`config.mk`:
```
export PLATFORM = sky130hd
export DESIGN_NAME = bb_engine
export DESIGN_NICKNAME = d
export VERILOG_FILES = /design/src/rtl/bb_pkg.sv /design/src/rtl/bb_seq.sv /design/src/rtl/bb_dir_ctrl.sv /design/src/rtl/bb_port_drv.sv /design/src/rtl/bb_engine.sv
export SDC_FILE = /design/constraint.sdc
export NUM_CORES = 1
export LEC_CHECK = 0
export ABC_AREA = 1
export BUFFER_PORTS_ARGS = -buffer_cell sky130_fd_sc_hd__buf_2
export CAP_MARGIN = 30
export CELL_PAD_IN_SITES_DETAIL_PLACEMENT = 0
export CELL_PAD_IN_SITES_GLOBAL_PLACEMENT = 1
export CORE_ASPECT_RATIO = 1.1
export CORE_UTILIZATION = 36
export DETAILED_ROUTE_END_ITERATION = 12
export HOLD_SLACK_MARGIN = 0.1
export PLACE_DENSITY = 0.86
export REMOVE_ABC_BUFFERS = 1
export SYNTH_ARGS = -nofsm -noshare
export SYNTH_HDL_FRONTEND = slang
export SYNTH_SLANG_ARGS = --single-unit
```
`constraint.sdc`:
```
create_clock -name clk_i -period 1.5 [get_ports clk_i]
set_input_delay 0.075 -clock clk_i [delete_from_list [all_inputs] [get_ports clk_i]]
set_output_delay 0.075 -clock clk_i [all_outputs]
set_load 0.02 [all_outputs]
```
`src/rtl/bb_pkg.sv`:
```
package bb_pkg;
  typedef enum logic [1:0] {
    ST_IDLE   = 2'd0,
    ST_SAMPLE = 2'd1,
    ST_SETUP  = 2'd2,
    ST_STROBE = 2'd3
  } bb_state_e;
endpackage

```
`src/rtl/bb_seq.sv`:
```
module bb_seq
  import bb_pkg::*;
(
  input  logic clk_i,
  input  logic rst_ni,
  input  logic cfg_valid_i,
  input  logic rx_valid_i,
  input  logic tx_ready_i,
  output logic cfg_ready_o,
  output logic cfg_we_o,
  output logic rx_ready_o,
  output logic pop_o,
  output logic load_o,
  output logic idle_o,
  output logic tx_valid_o,
  output logic rd_stb_no,
  output logic wr_stb_no
);
  bb_state_e state_q, state_d;

  assign idle_o      = (state_q == ST_IDLE);
  assign cfg_ready_o = idle_o;
  assign cfg_we_o    = idle_o & cfg_valid_i;
  // setup has priority over data in idle
  assign rx_ready_o  = idle_o & ~cfg_valid_i;
  assign pop_o       = rx_ready_o & rx_valid_i;
  assign tx_valid_o  = (state_q == ST_SAMPLE);
  assign load_o      = tx_valid_o & tx_ready_i;
  assign rd_stb_no   = ~(state_q == ST_SAMPLE);
  assign wr_stb_no   = ~(state_q == ST_STROBE);

  always_comb begin
    state_d = state_q;
    unique case (state_q)
      ST_IDLE:   if (pop_o)  state_d = ST_SAMPLE;
      ST_SAMPLE: if (load_o) state_d = ST_SETUP;
      ST_SETUP:  state_d = ST_STROBE;
      ST_STROBE: state_d = ST_IDLE;
      default:   state_d = ST_IDLE;
    endcase
  end

  always_ff @(posedge clk_i or negedge rst_ni) begin
    if (!rst_ni) state_q <= ST_IDLE;
    else         state_q <= state_d;
  end


  rd_rise_chk: assert property (@(posedge clk_i) disable iff (!rst_ni)
    (tx_valid_o && tx_ready_i) |=> (rd_stb_no && !tx_valid_o));

  wr_pulse_chk: assert property (@(posedge clk_i) disable iff (!rst_ni)
    $rose(rd_stb_no) |=> (!wr_stb_no ##1 (wr_stb_no && rx_ready_o == !cfg_valid_i)));

  no_double_pop_chk: assert property (@(posedge clk_i) disable iff (!rst_ni)
    (rx_valid_i && rx_ready_o) |=> (!rx_ready_o && !rd_stb_no));

  stall_hold_chk: assert property (@(posedge clk_i) disable iff (!rst_ni)
    (tx_valid_o && !tx_ready_i) |=> (tx_valid_o && !rd_stb_no && wr_stb_no));
endmodule

```
`src/rtl/bb_dir_ctrl.sv`:
```
module bb_dir_ctrl #(
  parameter int unsigned W = 8
) (
  input  logic         clk_i,
  input  logic         rst_ni,
  input  logic         cfg_we_i,
  input  logic [W-1:0] cfg_mask_i,
  input  logic         idle_i,
  input  logic         load_i,
  output logic [W-1:0] mask_o,
  output logic [W-1:0] oe_o
);
  logic [W-1:0] mask_q, oe_q;

  always_ff @(posedge clk_i or negedge rst_ni) begin
    if (!rst_ni) begin
      mask_q <= '0;
      oe_q   <= '0;
    end else begin
      if (cfg_we_i) mask_q <= cfg_mask_i;
      if (load_i)   oe_q   <= mask_q;
    end
  end

  assign mask_o = mask_q;
  assign oe_o   = oe_q;


  cfg_idle_only_chk: assert property (@(posedge clk_i) disable iff (!rst_ni)
    cfg_we_i |-> idle_i);

  oe_hold_chk: assert property (@(posedge clk_i) disable iff (!rst_ni)
    !load_i |=> $stable(oe_o));
endmodule

```
`src/rtl/bb_port_drv.sv`:
```
module bb_port_drv #(
  parameter int unsigned W = 8
) (
  input  logic         clk_i,
  input  logic         rst_ni,
  input  logic         pop_i,
  input  logic         load_i,
  input  logic [W-1:0] rx_data_i,
  input  logic [W-1:0] pin_i,
  input  logic [W-1:0] mask_i,
  output logic [W-1:0] sample_o,
  output logic [W-1:0] pin_o
);
  logic [W-1:0] hold_q, sample_q, out_q;

  always_ff @(posedge clk_i or negedge rst_ni) begin
    if (!rst_ni) begin
      hold_q   <= '0;
      sample_q <= '0;
      out_q    <= '0;
    end else begin
      if (pop_i) begin
        hold_q   <= rx_data_i;
        sample_q <= pin_i;
      end
      if (load_i) out_q <= hold_q & mask_i;
    end
  end

  assign sample_o = sample_q;
  assign pin_o    = out_q;


  sample_cap_chk: assert property (@(posedge clk_i) disable iff (!rst_ni)
    pop_i |=> (sample_o == $past(pin_i)));

  out_hold_chk: assert property (@(posedge clk_i) disable iff (!rst_ni)
    !load_i |=> $stable(pin_o));
endmodule

```
`src/rtl/bb_engine.sv`:
```
module bb_engine #(
  parameter int unsigned W = 8
) (
  input  logic         clk_i,
  input  logic         rst_ni,
  input  logic         cfg_valid_i,
  input  logic [W-1:0] cfg_mask_i,
  output logic         cfg_ready_o,
  input  logic         rx_valid_i,
  input  logic [W-1:0] rx_data_i,
  output logic         rx_ready_o,
  output logic         tx_valid_o,
  output logic [W-1:0] tx_data_o,
  input  logic         tx_ready_i,
  input  logic [W-1:0] pin_i,
  output logic [W-1:0] pin_o,
  output logic [W-1:0] pin_oe_o,
  output logic         rd_stb_no,
  output logic         wr_stb_no
);
  logic cfg_we, pop, load, idle;
  logic [W-1:0] mask;

  bb_seq u_seq (
    .clk_i       (clk_i),
    .rst_ni      (rst_ni),
    .cfg_valid_i (cfg_valid_i),
    .rx_valid_i  (rx_valid_i),
    .tx_ready_i  (tx_ready_i),
    .cfg_ready_o (cfg_ready_o),
    .cfg_we_o    (cfg_we),
    .rx_ready_o  (rx_ready_o),
    .pop_o       (pop),
    .load_o      (load),
    .idle_o      (idle),
    .tx_valid_o  (tx_valid_o),
    .rd_stb_no   (rd_stb_no),
    .wr_stb_no   (wr_stb_no)
  );

  bb_dir_ctrl #(.W(W)) u_dir (
    .clk_i      (clk_i),
    .rst_ni     (rst_ni),
    .cfg_we_i   (cfg_we),
    .cfg_mask_i (cfg_mask_i),
    .idle_i     (idle),
    .load_i     (load),
    .mask_o     (mask),
    .oe_o       (pin_oe_o)
  );

  bb_port_drv #(.W(W)) u_drv (
    .clk_i     (clk_i),
    .rst_ni    (rst_ni),
    .pop_i     (pop),
    .load_i    (load),
    .rx_data_i (rx_data_i),
    .pin_i     (pin_i),
    .mask_i    (mask),
    .sample_o  (tx_data_o),
    .pin_o     (pin_o)
  );


  masked_low_chk: assert property (@(posedge clk_i) disable iff (!rst_ni)
    (pin_o & ~pin_oe_o) == '0);

  stall_data_chk: assert property (@(posedge clk_i) disable iff (!rst_ni)
    (tx_valid_o && !tx_ready_i) |=> ($stable(tx_data_o) && $stable(pin_o) && $stable(pin_oe_o)));
endmodule

```
==> impl_metrics.env <==
export IMPL_grt_usage_pct=17.31
export IMPL_area_growth_pct=42.86
export IMPL_clk_latency_ns=0.29
export IMPL_critical_path_class="reg2out"
export IMPL_whs_path_depth=3
export IMPL_wl_um=4010
export IMPL_cts_root_buf="clkbuf_8"
export IMPL_drive_above_1_share_pct=28.32
export IMPL_synth_area_per_cell_um2=8.938
export IMPL_cts_made_buffers=5
export IMPL_num_rows=26
export IMPL_fin_nets=318
export IMPL_crit_arrival_ns=1.35
export IMPL_finalCritPeriodShare_pct=94.90
export IMPL_finish_utilization_pct=53.52
export IMPL_powerDensity_nw_per_um2=1927
export IMPL_vias=1558
export IMPL_switching_power_mw=1.952
export IMPL_maxSlewViolCount=0
export IMPL_ys_ff_latch=42
export IMPL_gp_congestion=0.8409
export IMPL_die_h_um=74.98
export IMPL_synth_edf_count=0
export IMPL_route_detailed_drc=0
export IMPL_reg2reg_depth=6
export IMPL_p_seq_share_pct=40.9
export IMPL_ys_seq_area_share_pct=60.30
export IMPL_cp_max_fo=4
export IMPL_drtAntennaViolNets=0
export IMPL_clk_path_buf_depth=2
export IMPL_io_pins=58
export IMPL_hold_class="in2reg"
export IMPL_fin_area_um2=2490
export IMPL_synth_top_cell_area_share_pct=60.30
export IMPL_synth_distinct_cells=14
export IMPL_fin_skew_ns=0.002718
export IMPL_grt_pass1_wl_um=6465
export IMPL_placed_area_um2=2107
export IMPL_tns_ns=0
export IMPL_cts_htree_levels=2
export IMPL_netlist_instances=195
export IMPL_antenna_found_initial=0
export IMPL_reg2reg_to="u_dir.oe_o[3]$_DFFE_PN0P_"
export IMPL_max_slew_margin_pct=70.80
export IMPL_outcome="finished clean"
export IMPL_syn_area_um2=1743
export IMPL_drv_cap=0
export IMPL_dpl_hpwl_um=2710
export IMPL_grt_pass1_vias=1439
export IMPL_clk_transition_reported_paths_ns=0.07
export IMPL_clock_sinks=42
export IMPL_power_frac_comb_pct=43.8
export IMPL_max_freq_ghz=0.7025
export IMPL_vias_per_cell=4.556
export IMPL_ys_top_cells_by_area="dfrtp_1 60%, nand2_1 20%, nand3_1 7.5%"
export IMPL_synthArstFlopShare_pct=100.0
export IMPL_yosysWarningCount=0
export IMPL_fp_dieW_um=68.34
export IMPL_yosysMostFrequentCell="nand2_1"
export IMPL_cts_tree="yes"
export IMPL_overflow=0
export IMPL_rsz0062_at_grt="false"
export IMPL_leakage_nw=1.385
export IMPL_critPathLaunchType="register"
export IMPL_setup_viol=0
export IMPL_tightest_slew_ns=0.4381
export IMPL_hold_viol_final=0
export IMPL_grt_max_degree=22
export IMPL_p_int_mw=2.846
export IMPL_ys_top_cells_by_count="95 x nand2_1, 42 x dfrtp_1, 26 x nand3_1"
export IMPL_port_buffers=57
export IMPL_pwr_share_clk_pct=15.4
export IMPL_swShare_pct=40.69
export IMPL_reg2reg_slack_ns=0.14
export IMPL_setup_worst_path_start="u_seq.state_q[1]$_DFFE_PN0P_"
export IMPL_crit_end="rx_ready_o"
export IMPL_cp_end_kind="primary output"
export IMPL_period_needed_ns=1.423
export IMPL_synth_ff_type="dfrtp_1"
export IMPL_timing_rr_start="u_seq.state_q[0]$_DFFE_PN0P_"
export IMPL_initial_utilization_pct=37.47
export IMPL_first_pass_iters=4
export IMPL_drtIter0Drc=109
export IMPL_worst_endpoint_required_ns=1.42
export IMPL_routedWlPerCell_um=11.73
export IMPL_synth_largest_area_cell="dfrtp_1"
export IMPL_dieArea_um2=5124
export IMPL_irDropWorstVdd_mv=0.6964
export IMPL_coreArea_um2=4652
export IMPL_num_antenna_cells=0
## critical path, stage by stage, from the launching register on
cell	delay (ns)
dfrtp_1	0.40
inv_2	0.09
ha_4	0.15
inv_2	0.05
nor2_4	0.12
buf_6	0.12
buf_4	0.13
## cells in the final DEF, fill, tap and decap left out, types with 2 or more instances in the layout
cell type	instances
buf_2	56
buf_4	8
clkbuf_8	6
dfrtp_1	42
dlygate4sd3_1	25
ha_1	3
inv_1	4
inv_2	3
nand2_1	95
nand3_1	26
o21ai_0	8
or2_2	2
## registers in the layout, summed over array words and instances (netlist names)
name,flops
u_drv.pin_o,8
u_seq.state_q,2
u_drv.hold_q,8
u_drv.sample_o,8
u_dir.mask_o,8
u_dir.oe_o,8
## power by group through the flow
stage | Sequential (mW) | Combinational [mW] | Clock (mW)
finish | 1.96 | 2.10 | 0.737
global route | 2.05 | 2.37 | 0.806
CTS | 1.96 | 2.08 | 0.764
detailed placement | 1.99 | 1.94 | 0
global placement | 1.97 | 1.91 | 0
floorplan | 2.31 | 0.873 | 0
## repair_timing
| action | in CTS | in global routing |
|---|---|---|
| hold endpoints to repair | 42 | 0 |
| gates cloned | 0 | 0 |
| endpoints found under the setup margin | 1 | 1 |
| gates resized for setup | 3 | 3 |
| buffers inserted | 3 | 0 |
| hold buffers | 25 | 0 |
| pin swaps | 1 | 0 |
## cell type report
type                            instances  area, um^2
Fill cell                             463        2162
Tap cell                               56       70.07
Clock inverter                          1       5.005
Clock buffer                            7       86.33
Timing Repair Buffer                   91       621.8
Sequential cell                        42        1051
Inverter                                7       26.28
Multi-Input combinational cell        138       629.4
## how the worst min path moves through the flow
stage | start | end | slack [ns]
final | cfg_valid_i | u_dir.mask_o[7]$_DFFE_PN0P_ | 0.15
after global routing | cfg_valid_i | u_dir.mask_o[1]$_DFFE_PN0P_ | 0.16
after CTS | cfg_valid_i | u_dir.mask_o[7]$_DFFE_PN0P_ | 0.14
after detailed placement | rst_ni | u_dir.oe_o[1]$_DFFE_PN0P_ | 0.04
after global placement | rst_ni | u_dir.mask_o[3]$_DFFE_PN0P_ | 0.05
after floorplan | rst_ni | u_dir.mask_o[0]$_DFFE_PN0P_ | -0.22
## per-layer routing
layer  vias to the layer above  GRT usage, %  share of wire [%]
li1                        794             -                  -
met1                       719         20.44                 44
met2                        40         29.63                 52
met3                         5         4.242                3.4
met4                         0         7.407                1.1
met5                         -             0                  0
## stage by stage
stage,setup WS (ns),std cells,power (mW),hold WS (ns)
final,0.07655,342,4.798,0.1462
after global placement,0.2086,306,3.883,0.04785
after global routing,0.01587,342,5.223,0.1573
after detailed placement,0.1419,306,3.934,0.04153
after CTS,0.01803,342,4.804,0.1374
after floorplan,-0.2551,187,3.186,-0.2206
## cells by family after synthesis
family / synth area share [%]
AND/OR/NAND/NOR: 29.93
adder cells (fa/ha/maj): 2.872
AO/OA/AOI/OAI: 2.584
buffers and inverters: 4.307
flip-flops: 60.30
No activity file was read; power rests on OpenSTA's default activity.
